==> src/rtl/pmp_regfile_pkg.sv <==
// Shared field positions and mode encoding for the protection entry registers.
// Assumes one 8-bit configuration byte per entry.
package pmp_regfile_pkg;

    localparam int CFG_W    = 8;
    localparam int LOCK_BIT = 7;
    localparam int MODE_LO  = 3;

    typedef enum logic [1:0] {
        MODE_OFF   = 2'd0,
        MODE_TOR   = 2'd1,
        MODE_NA4   = 2'd2,
        MODE_NAPOT = 2'd3
    } match_mode_e;

    // Extract the match mode field from a configuration byte.
    function automatic match_mode_e cfg_mode(input logic [CFG_W-1:0] cfg);
        return match_mode_e'(cfg[MODE_LO +: 2]);
    endfunction

endpackage

==> src/rtl/pmp_entry.sv <==
// One protection entry: a configuration byte and an address register.
// Assumes the caller has already decoded the index. The lock input is the
// entry's effective lock, computed before this cycle's write.
module pmp_entry #(
    parameter int XLEN = 32
) (
    input  logic            clk,
    input  logic            rst_n,
    input  logic            locked,
    input  logic            cfg_we,
    input  logic [7:0]      cfg_wdata,
    input  logic            addr_we,
    input  logic [XLEN-1:0] addr_wdata,
    output logic [7:0]      cfg_q,
    output logic [XLEN-1:0] addr_q
);

    // Configuration byte: cleared on reset, updated only when unlocked.
    always_ff @(posedge clk) begin
        if (!rst_n) begin
            cfg_q <= '0;
        end else if (cfg_we && !locked) begin
            cfg_q <= cfg_wdata;
        end
    end

    // Address register: cleared on reset, updated only when unlocked.
    always_ff @(posedge clk) begin
        if (!rst_n) begin
            addr_q <= '0;
        end else if (addr_we && !locked) begin
            addr_q <= addr_wdata;
        end
    end

endmodule

==> src/rtl/pmp_lock_chain.sv <==
// Works out the effective lock of every entry from the stored bytes.
// An entry is locked by its own lock bit, or by a locked top-of-range entry
// directly above it. The highest entry has no upper neighbour.
module pmp_lock_chain
    import pmp_regfile_pkg::*;
#(
    parameter int N_ENTRIES = 8
) (
    input  logic [N_ENTRIES*CFG_W-1:0] cfg_flat,
    output logic [N_ENTRIES-1:0]       locked
);

    for (genvar j = 0; j < N_ENTRIES; j++) begin : g_lock
        logic own_lock;
        assign own_lock = cfg_flat[j*CFG_W + LOCK_BIT];
        if (j == N_ENTRIES - 1) begin : g_top
            // Highest entry: only its own lock bit applies.
            assign locked[j] = own_lock;
        end else begin : g_mid
            logic [CFG_W-1:0] upper;
            assign upper = cfg_flat[(j+1)*CFG_W +: CFG_W];
            // Own lock, or a locked top-of-range neighbour above.
            assign locked[j] = own_lock
                             | (upper[LOCK_BIT] && (cfg_mode(upper) == MODE_TOR));
        end
    end

endmodule

==> src/rtl/pmp_rule_counter.sv <==
// Counts the entries whose match mode is not off.
// Assumes the count width can hold N_ENTRIES.
module pmp_rule_counter
    import pmp_regfile_pkg::*;
#(
    parameter int N_ENTRIES = 8,
    parameter int CNT_W     = 4
) (
    input  logic [N_ENTRIES*CFG_W-1:0] cfg_flat,
    output logic [CNT_W-1:0]           count
);

    // Add one for every entry that takes part in matching.
    always_comb begin
        count = '0;
        for (int j = 0; j < N_ENTRIES; j++) begin
            if (cfg_mode(cfg_flat[j*CFG_W +: CFG_W]) != MODE_OFF) begin
                count = count + CNT_W'(1);
            end
        end
    end

endmodule

==> src/rtl/pmp_regfile.sv <==
// Control-register file for the protection entries. It decodes the
// configuration and address spaces, filters writes through the lock chain,
// and serves combinational reads. It also drives the raw settings and the
// active-entry count. Assumes XLEN is 32 or 64.
module pmp_regfile
    import pmp_regfile_pkg::*;
#(
    parameter int N_ENTRIES = 8,
    parameter int XLEN      = 32,
    parameter int IDX_W     = 6,
    parameter int CNT_W     = $clog2(N_ENTRIES + 1)
) (
    input  logic                       clk,
    input  logic                       rst_n,
    input  logic                       csr_we,
    input  logic                       csr_is_addr,
    input  logic [IDX_W-1:0]           csr_idx,
    input  logic [XLEN-1:0]            csr_wdata,
    output logic [XLEN-1:0]            csr_rdata,
    output logic [N_ENTRIES*CFG_W-1:0] entry_cfg,
    output logic [N_ENTRIES*XLEN-1:0]  entry_addr,
    output logic [CNT_W-1:0]           active_count
);

    localparam int  BPW       = XLEN / CFG_W;
    localparam bit  ODD_BLOCK = (XLEN == 64);

    logic [N_ENTRIES-1:0] entry_locked;
    logic                 cfg_word_ok;
    logic                 cfg_wr;
    logic                 addr_wr;

    // Qualify the two write spaces; 64-bit odd configuration words are dropped.
    always_comb begin
        cfg_word_ok = !(ODD_BLOCK && csr_idx[0]);
        cfg_wr      = csr_we && !csr_is_addr && cfg_word_ok;
        addr_wr     = csr_we && csr_is_addr;
    end

    pmp_lock_chain #(
        .N_ENTRIES (N_ENTRIES)
    ) u_lock (
        .cfg_flat (entry_cfg),
        .locked   (entry_locked)
    );

    for (genvar j = 0; j < N_ENTRIES; j++) begin : g_ent
        logic hit_cfg;
        logic hit_addr;
        assign hit_cfg  = cfg_wr  && (int'(csr_idx) == j / BPW);
        assign hit_addr = addr_wr && (int'(csr_idx) == j);

        pmp_entry #(
            .XLEN (XLEN)
        ) u_ent (
            .clk        (clk),
            .rst_n      (rst_n),
            .locked     (entry_locked[j]),
            .cfg_we     (hit_cfg),
            .cfg_wdata  (csr_wdata[(j % BPW)*CFG_W +: CFG_W]),
            .addr_we    (hit_addr),
            .addr_wdata (csr_wdata),
            .cfg_q      (entry_cfg[j*CFG_W +: CFG_W]),
            .addr_q     (entry_addr[j*XLEN +: XLEN])
        );
    end

    pmp_rule_counter #(
        .N_ENTRIES (N_ENTRIES),
        .CNT_W     (CNT_W)
    ) u_cnt (
        .cfg_flat (entry_cfg),
        .count    (active_count)
    );

    // Read mux: gather the group's bytes or one address; absent entries read zero.
    always_comb begin
        csr_rdata = '0;
        for (int j = 0; j < N_ENTRIES; j++) begin
            if (csr_is_addr) begin
                if (int'(csr_idx) == j) begin
                    csr_rdata = entry_addr[j*XLEN +: XLEN];
                end
            end else if (int'(csr_idx) == j / BPW) begin
                csr_rdata[(j % BPW)*CFG_W +: CFG_W] = entry_cfg[j*CFG_W +: CFG_W];
            end
        end
    end

endmodule

==> config.mk <==
export PLATFORM = sky130hd
export DESIGN_NAME = pmp_regfile
export DESIGN_NICKNAME = d
export VERILOG_FILES = /design/src/rtl/pmp_regfile_pkg.sv /design/src/rtl/pmp_entry.sv /design/src/rtl/pmp_lock_chain.sv /design/src/rtl/pmp_rule_counter.sv /design/src/rtl/pmp_regfile.sv
export SDC_FILE = /design/constraint.sdc
export NUM_CORES = 1
export LEC_CHECK = 0
export BUFFER_PORTS_ARGS = -buffer_cell sky130_fd_sc_hd__buf_2
export CORE_MARGIN = 2
export CORE_UTILIZATION = 50
export CTS_BUF_LIST = sky130_fd_sc_hd__clkbuf_2
export DETAILED_ROUTE_END_ITERATION = 8
export GPL_TIMING_DRIVEN = 1
export HOLD_SLACK_MARGIN = 0.06
export PLACE_DENSITY = 0.81
export SLEW_MARGIN = 20
export SYNTH_ARGS = -nofsm -noshare
export SYNTH_HDL_FRONTEND = slang
export SYNTH_SLANG_ARGS = --single-unit
==> constraint.sdc <==
create_clock -name clk -period 8.8 [get_ports clk]
set_input_delay 1.32 -clock clk [delete_from_list [all_inputs] [get_ports clk]]
set_output_delay 1.32 -clock clk [all_outputs]
set_load 0.05 [all_outputs]
==> results of run 1 <==
-- where the power goes --
| group | leakage (nW) | internal (mW) | total (mW) | switching [mW] |
|---|---|---|---|---|
| registers | 2.58 | 1.45 | 1.45 | 0.00344 |
| logic | 4.45 | 0.0616 | 0.221 | 0.159 |
| clock network | 0.589 | 0.396 | 1.05 | 0.651 |
| total | 7.61 | 1.91 | 2.72 | 0.813 |
-- state kept, by name, indices dropped and copies added, names as in the netlist --
name                cells
g_ent.u_ent.cfg_q      64
g_ent.u_ent.addr_q    256
-- cell families (layout without fill, tap and decap cells) --
family / after synthesis / count (layout)
buffers and inverters: 201 / 581
flip-flops: 320 / 320
adder cells (fa/ha/maj): 7 / 7
AO/OA/AOI/OAI: 533 / 533
AND/OR/NAND/NOR: 812 / 812
XOR/XNOR: 15 / 15
multiplexers: 88 / 88
other: 0 / 2
-- layout make-up --
class | count | area [um2]
Tap cell | 402 | 503
Multi-Input combinational cell | 1455 | 8610
Fill cell | 2865 | 12800
Clock buffer | 131 | 656
Timing Repair Buffer | 416 | 2170
Inverter | 10 | 37.5
Sequential cell | 320 | 6410
Antenna cell | 2 | 5.00
Clock inverter | 24 | 105
-- routing by layer --
layer,track usage,vias to the layer above,part of all wire
met2,0.574,1172,0.45
li1,-,7421,-
met5,0,-,0
met3,0.104,207,0.12
met1,0.453,7821,0.38
met4,0.199,0,0.049
-- final timing paths --
check	slack [ns]	cells after the start	endpoint
max	1.70	20	active_count[3]
min	0.47	2	g_ent[7].u_ent.addr_q[23]
max reg2reg	6.02	6	g_ent[2].u_ent.addr_q[4]
min reg2reg	0.47	2	g_ent[7].u_ent.addr_q[23]
-- synthesized netlist by cell type (all sizes together) (3+ instances only) --
library cell,count
a21boi,263
a32oi,8
o2bb2ai,15
nand2,603
a221oi,22
mux2,23
and2,4
clkbuf,124
and3,7
o22ai,16
nor4,3
ha,7
nand3,17
xnor2,7
a31oi,17
o21ai,68
o21a,4
o2111ai,8
a21oi,50
xor2,5
mux4,8
mux2i,57
o221ai,10
o221a,8
dfxtp,320
a21o,6
inv,10
nand4,11
o211ai,3
nor2b,66
a22oi,24
nor3,10
buf,67
nand3b,9
nor2,70
-- critical path: cells and delay by family (launching register included) --
kind | cells | cell delay, ns
AO/OA/AOI/OAI | 7 | 1.13
XOR/XNOR | 2 | 0.48
adder cells (fa/ha/maj) | 5 | 1.46
buffers and inverters | 1 | 0.28
flip-flops | 1 | 0.35
AND/OR/NAND/NOR | 5 | 1.18
-- metrics by stage --
step           worst slack (ns)   util  instances
2_1_floorplan              2.54      -       1976
3_3_place_gp               2.76  0.564       2601
3_5_place_dp               2.65  0.564       2601
4_1_cts                    1.66  0.589       2756
5_1_grt                    1.35  0.590       2760
6_report                   1.70  0.590       2760
==> metrics.txt, run 1 <==
Post-Synth Adder-Cell Area=0.00555; Post-DP HPWL=40.3 mm; Worst Hold Class=flip-flop to flip-flop; fmax=0.141 GHz; Yosys Warn Count=0; cell area after layout=18,500 um2; first-pass GRT wire length=93.3 mm; Die Width=182 um; global route overflow=0; xor/xnor share of the synthesized area=0.0112; final hold viol count=0; gr usage total=0.365; routability cong.=0.916; Slowest cell on crit path=ha_1; post-route ant nets=0; setup_tns=0 ns; max_cap viols=0; post-synthesis mux area share=0.0640; Post-Syn Area=15,800 um2; synth top area cells=dfxtp_1 (41%), nand2_1 (14%), a21boi_0 (10%); Initial DRC Count=1,944; Worst Path Max Fanout=5; commonest non-fill, non-tap cell in the layout=nand2_1; r2r startpoint=g_ent[3].u_ent.cfg_q[4]; Worst path max stage delay=0.37 ns; number of gates resized after CTS=0; vias in the first global route=15,900; Least-Margin Pin Slew=1.18 ns; HP Start=g_ent[7].u_ent.addr_q[23]; total power=2.72 mW; starting density of the core=0.504; vias per std cell=6.02; Die Ht=182 um; Top FF cell, synth=dfxtp_1; most frequent cells in the layout=nand2_1 (601), buf_2 (393), dfxtp_1 (320); post-synthesis simple-gate area fraction=0.219; Post-route DRC=0; crit path launch=g_ent[1].u_ent.cfg_q[3]; post-synth net total=2,025; most used cell, CP=ha_1; Port Buffers=397; top cell type's share of synthesized area=0.406; Core Area=31,300 um2; # rows=65; Seq/Total Area, Yosys=0.406; H-tree Lvls=3; DR WL/cell=22.6 um; nets=2,340; hold_buf cts=0; largest family of logic cells by synthesized area=compound AO/OA/AOI/OAI gates; CTS Sinks=320; die area=33,000 um2; static leakage=7.61 nW; Root Driver=clkbuf_2; mean post-synth cell area=7.98 um2; Setup Fix Bufs, Post-CTS=0; Worst slew margin=0.209; Cell Area, Placed=17,700 um2; initial antenna violation count=2; Clk Latency, worst-skew pair=0.94 ns; Seq cells post-synth=320; critical path class=flip-flop to primary output; Bufs on Longest Clock Path=3; crit path cell chain=or2_2 -> ha_1 -> nor3_1 -> nor2_1 -> ha_1 -> o21ai_0 -> o41ai_1 -> ha_1 -> o21ai_0 -> nand2_1 -> ha_1 -> o21ai_0 -> o31ai_1 -> a31o_2 -> ha_1 -> xnor3_1 -> or3_1 -> a211oi_2 -> xnor2_1 -> buf_2; Layout area overhead=17.2%; unique cell type count in the Yosys netlist=64; drt total wl=62.4 mm; EDFF count, synth=0; Vias=16,600; FFs w/ async S/R, synth=0; crit path launch type=flip-flop; largest net degree at the start of global routing=127; share of cells above drive strength 1=0.263; Setup crit end kind=primary output; final setup vio count=0; Gate Count Post-Synth=1,976; Worst EP arrival=5.78 ns; drt first pass iters=6; RSZ-0062 raised after global routing=false; TritonCTS Buffers=88; num ports=398; hold_ws=0.474 ns; VDD IR-drop max=0.0000991 V; Max Slew Vio Count=0; CTS tree=done; Layout Skew=0.113 ns; CP required=7.48 ns; fin crit share=0.806; clock slew at reported path FFs=0.10 ns; final worst path period need=7.10 ns; Synth Area in Compound Gates=0.240; power per cell area=147 nW/um2; status=finished clean; leading area contributor after synthesis=dfxtp_1
Note: power is estimated with default switching activity, not from simulation.
==> run 2, diff against run 1 <==
--- a/config.mk
+++ b/config.mk
@@ -5,14 +5,15 @@
 export SDC_FILE = /design/constraint.sdc
 export NUM_CORES = 1
 export LEC_CHECK = 0
+export ABC_AREA = 1
 export BUFFER_PORTS_ARGS = -buffer_cell sky130_fd_sc_hd__buf_2
 export CORE_MARGIN = 2
-export CORE_UTILIZATION = 50
+export CORE_UTILIZATION = 49
 export CTS_BUF_LIST = sky130_fd_sc_hd__clkbuf_2
 export DETAILED_ROUTE_END_ITERATION = 8
 export GPL_TIMING_DRIVEN = 1
 export HOLD_SLACK_MARGIN = 0.06
-export PLACE_DENSITY = 0.81
+export PLACE_DENSITY = 0.83
 export SLEW_MARGIN = 20
 export SYNTH_ARGS = -nofsm -noshare
 export SYNTH_HDL_FRONTEND = slang
==> constraint.sdc (replaced) <==
create_clock -name clk -period 6.5 [get_ports clk]
set_input_delay 0.975 -clock clk [delete_from_list [all_inputs] [get_ports clk]]
set_output_delay 0.975 -clock clk [all_outputs]
set_load 0.05 [all_outputs]
==> run 2 against run 1 <==
Effect of this change:
- register-to-register slack got worse by 2.1 ns
- global-route usage decreased by 1.1 points
- clock-buffer cell count decreased by 14
- utilization about the same
- first-iteration DRC count increased by 1.2%
- combinational power increased by 22%
- largest power group unchanged
- clock skew decreased by 0.018 ns
- die area decreased by 5.4%
- final cell count increased by 3.9%
- area after synthesis decreased by 7.4%
==> metrics.txt, run 2 <==
starting density of the core=0.496; Layout Skew=0.0951 ns; FFs w/ async S/R, synth=0; Worst slew margin=0.243; most frequent cells in the layout=buf_2 (395), nand2_1 (355), a21oi_1 (354); wire length on met1=21.6 mm; register share of total power=0.539; Root Driver=clkbuf_2; vias in the first global route=15,100; CTS Sinks=320; gr usage total=0.355; Met3 Wirelength=7.53 mm; Largest regs=g_ent.u_ent.addr_q (256), g_ent.u_ent.cfg_q (64); hold_ws=0.344 ns; DR WL/cell=20.3 um; Clock Power Share=0.387; post-synthesis mux area share=0; most used cell, CP=nand2_1; clock slew at reported path FFs=0.10 ns; Net Sw Frac=0.294; Bufs on Longest Clock Path=3; share of cells above drive strength 1=0.243; initial antenna violation count=5; Gate Count Post-Synth=2,063; Port Buffers=397; hold_buf cts=0; Top FF cell, synth=dfxtp_1; Clk Latency, worst-skew pair=0.93 ns; TritonCTS Buffers=83; highest layer used for signal routing=met5; drt first pass iters=7; final setup vio count=0; Initial DRC Count=1,968; Setup Fix Bufs, Post-CTS=0; synth top area cells=dfxtp_1 (44%), a21oi_1 (12%), o21ai_0 (11%); Largest register FFs=256; num ports=398; Die Width=177 um; critical path class=flip-flop to primary output; met2 WL=26.2 mm; power per cell area=210 nW/um2; Post-DP HPWL=39.0 mm; final hold viol count=0; count leader, synth=nand2_1; Max Slew Vio Count=0; post-route ant nets=0; Synth Area in Compound Gates=0.278; Post-route DRC=0; Register-to-Register Setup Slack=3.88 ns; CTS tree=done; HP Start=csr_wdata[6]; mean post-synth cell area=7.08 um2; post-synthesis simple-gate area fraction=0.188; nets=2,472; die area=31,200 um2; Slowest cell on crit path=dfxtp_1; dpl ws=1.35 ns; leading area contributor after synthesis=dfxtp_1; commonest non-fill, non-tap cell in the layout=buf_2; final worst path period need=6.06 ns; Yosys Warn Count=0; post-synth net total=2,112; cell total after placement=2,726; Worst R2R End=g_ent[5].u_ent.addr_q[15]; reg2reg path depth=7; VDD IR-drop max=0.000133 V; routability cong.=0.931; r2r startpoint=g_ent[6].u_ent.cfg_q[4]; EDFF count, synth=0; Layout area overhead=19.2%; unique cell type count in the Yosys netlist=41; top cell type's share of synthesized area=0.438; static leakage=8.70 nW; hold endpoint=g_ent[7].u_ent.addr_q[6]; number of gates resized after CTS=0; Die Ht=177 um; fmax=0.165 GHz; first-pass GRT wire length=85.7 mm; Worst path max stage delay=0.34 ns; Comb pwr share=0.074; fin crit share=0.932; Seq cells post-synth=320; Post-synth top cells=nand2_1 (355), a21oi_1 (354), dfxtp_1 (320), o21ai_0 (317), nor2_1 (161); Core Area=29,500 um2; global route overflow=0; total power=3.66 mW; Setup crit end kind=primary output; max_cap viols=0; CP required=5.52 ns; crit path launch type=flip-flop; # rows=63; RSZ-0062 raised after global routing=false; xor/xnor share of the synthesized area=0.00120; Vias=16,700; Post-Synth Adder-Cell Area=0.00599; setup_tns=0 ns; Worst Hold Class=input port to flip-flop; Layout Cells excl Fill=2,868; Final WS setup=0.442 ns; H-tree Lvls=3; Post-Syn Area=14,600 um2; crit path cell chain=nor2_1 -> inv_1 -> ha_1 -> o21ai_0 -> nand2_1 -> inv_1 -> ha_1 -> nand2_1 -> nand2_1 -> ha_1 -> or2_2 -> nand2_1 -> inv_1 -> ha_1 -> nand2_1 -> nand2_1 -> ha_1 -> nand2_1 -> nand2_1 -> ha_1 -> nor2_1 -> a31oi_1 -> buf_2; Most flops, register=g_ent.u_ent.addr_q; drt total wl=58.2 mm; Worst EP arrival=5.08 ns; Worst Path Max Fanout=4; Seq/Total Area, Yosys=0.438; status=finished clean; worst hold path depth=3; vias per std cell=5.81; Least-Margin Pin Slew=1.13 ns; largest net degree at the start of global routing=130; total internal power=2.58 mW; sw power=1.08 mW; largest family of logic cells by synthesized area=compound AO/OA/AOI/OAI gates
[run 2: power groups by stage]
stage                     registers [mW]  clock network [mW]  logic (mW)
after floorplan                     2.05                   0       0.149
after global placement              2.02                   0       0.260
after detailed placement            2.02                   0       0.263
after CTS                           1.97                1.42       0.263
after global routing                1.98                1.52       0.285
final                               1.97                1.42       0.269
[run 2: how the worst max path moves through the flow]
stage	start	endpoint	slack (ns)	cells after the start
CTS	g_ent[0].u_ent.cfg_q[3]	active_count[1]	0.42	23
finish	g_ent[0].u_ent.cfg_q[3]	active_count[1]	0.44	23
global placement	g_ent[1].u_ent.cfg_q[3]	active_count[1]	1.45	24
detailed placement	g_ent[1].u_ent.cfg_q[3]	active_count[1]	1.35	23
floorplan	g_ent[1].u_ent.cfg_q[3]	active_count[1]	1.14	23
global route	g_ent[1].u_ent.cfg_q[3]	active_count[1]	0.08	23
[run 2: critical path: cells and delay by family, from the launching register on]
kind                     cells  cell delay [ns]
adder cells (fa/ha/maj)      6             1.70
AND/OR/NAND/NOR             11             1.26
buffers and inverters        4             0.49
AO/OA/AOI/OAI                2             0.42
flip-flops                   1             0.34
[run 2: layout make-up]
| cell class | count | area (um2) |
|---|---|---|
| antenna | 2 | 5.00 |
| clock buffer | 117 | 586 |
| clock inverter | 21 | 146 |
| fill | 2777 | 12100 |
| inverter | 179 | 673 |
| multi-input combinational | 1422 | 6940 |
| sequential | 320 | 6410 |
| tap | 390 | 488 |
| timing repair buffer | 417 | 2170 |
[run 2: kinds of logic after synthesis]
group | after synthesis
AOI/OAI and AO/OA | 768
xor gates and xnor gates | 2
adders and majority gates | 7
buffers and inverters | 321
DFF | 320
and+or+nand+nor | 645
[run 2: through the flow]
step                cell area [um2]  utilization
floorplan                     14600            -
global placement              16600        0.565
detailed placement            16600        0.565
CTS                           17400        0.589
global route                  17400        0.591
finish                        17400        0.591
[run 2: metal layers]
layer / global-route usage / up-vias
li1: - / 7675
met1: 0.447 / 7574
met2: 0.567 / 1206
met3: 0.0898 / 218
met4: 0.170 / 4
met5: 0 / -
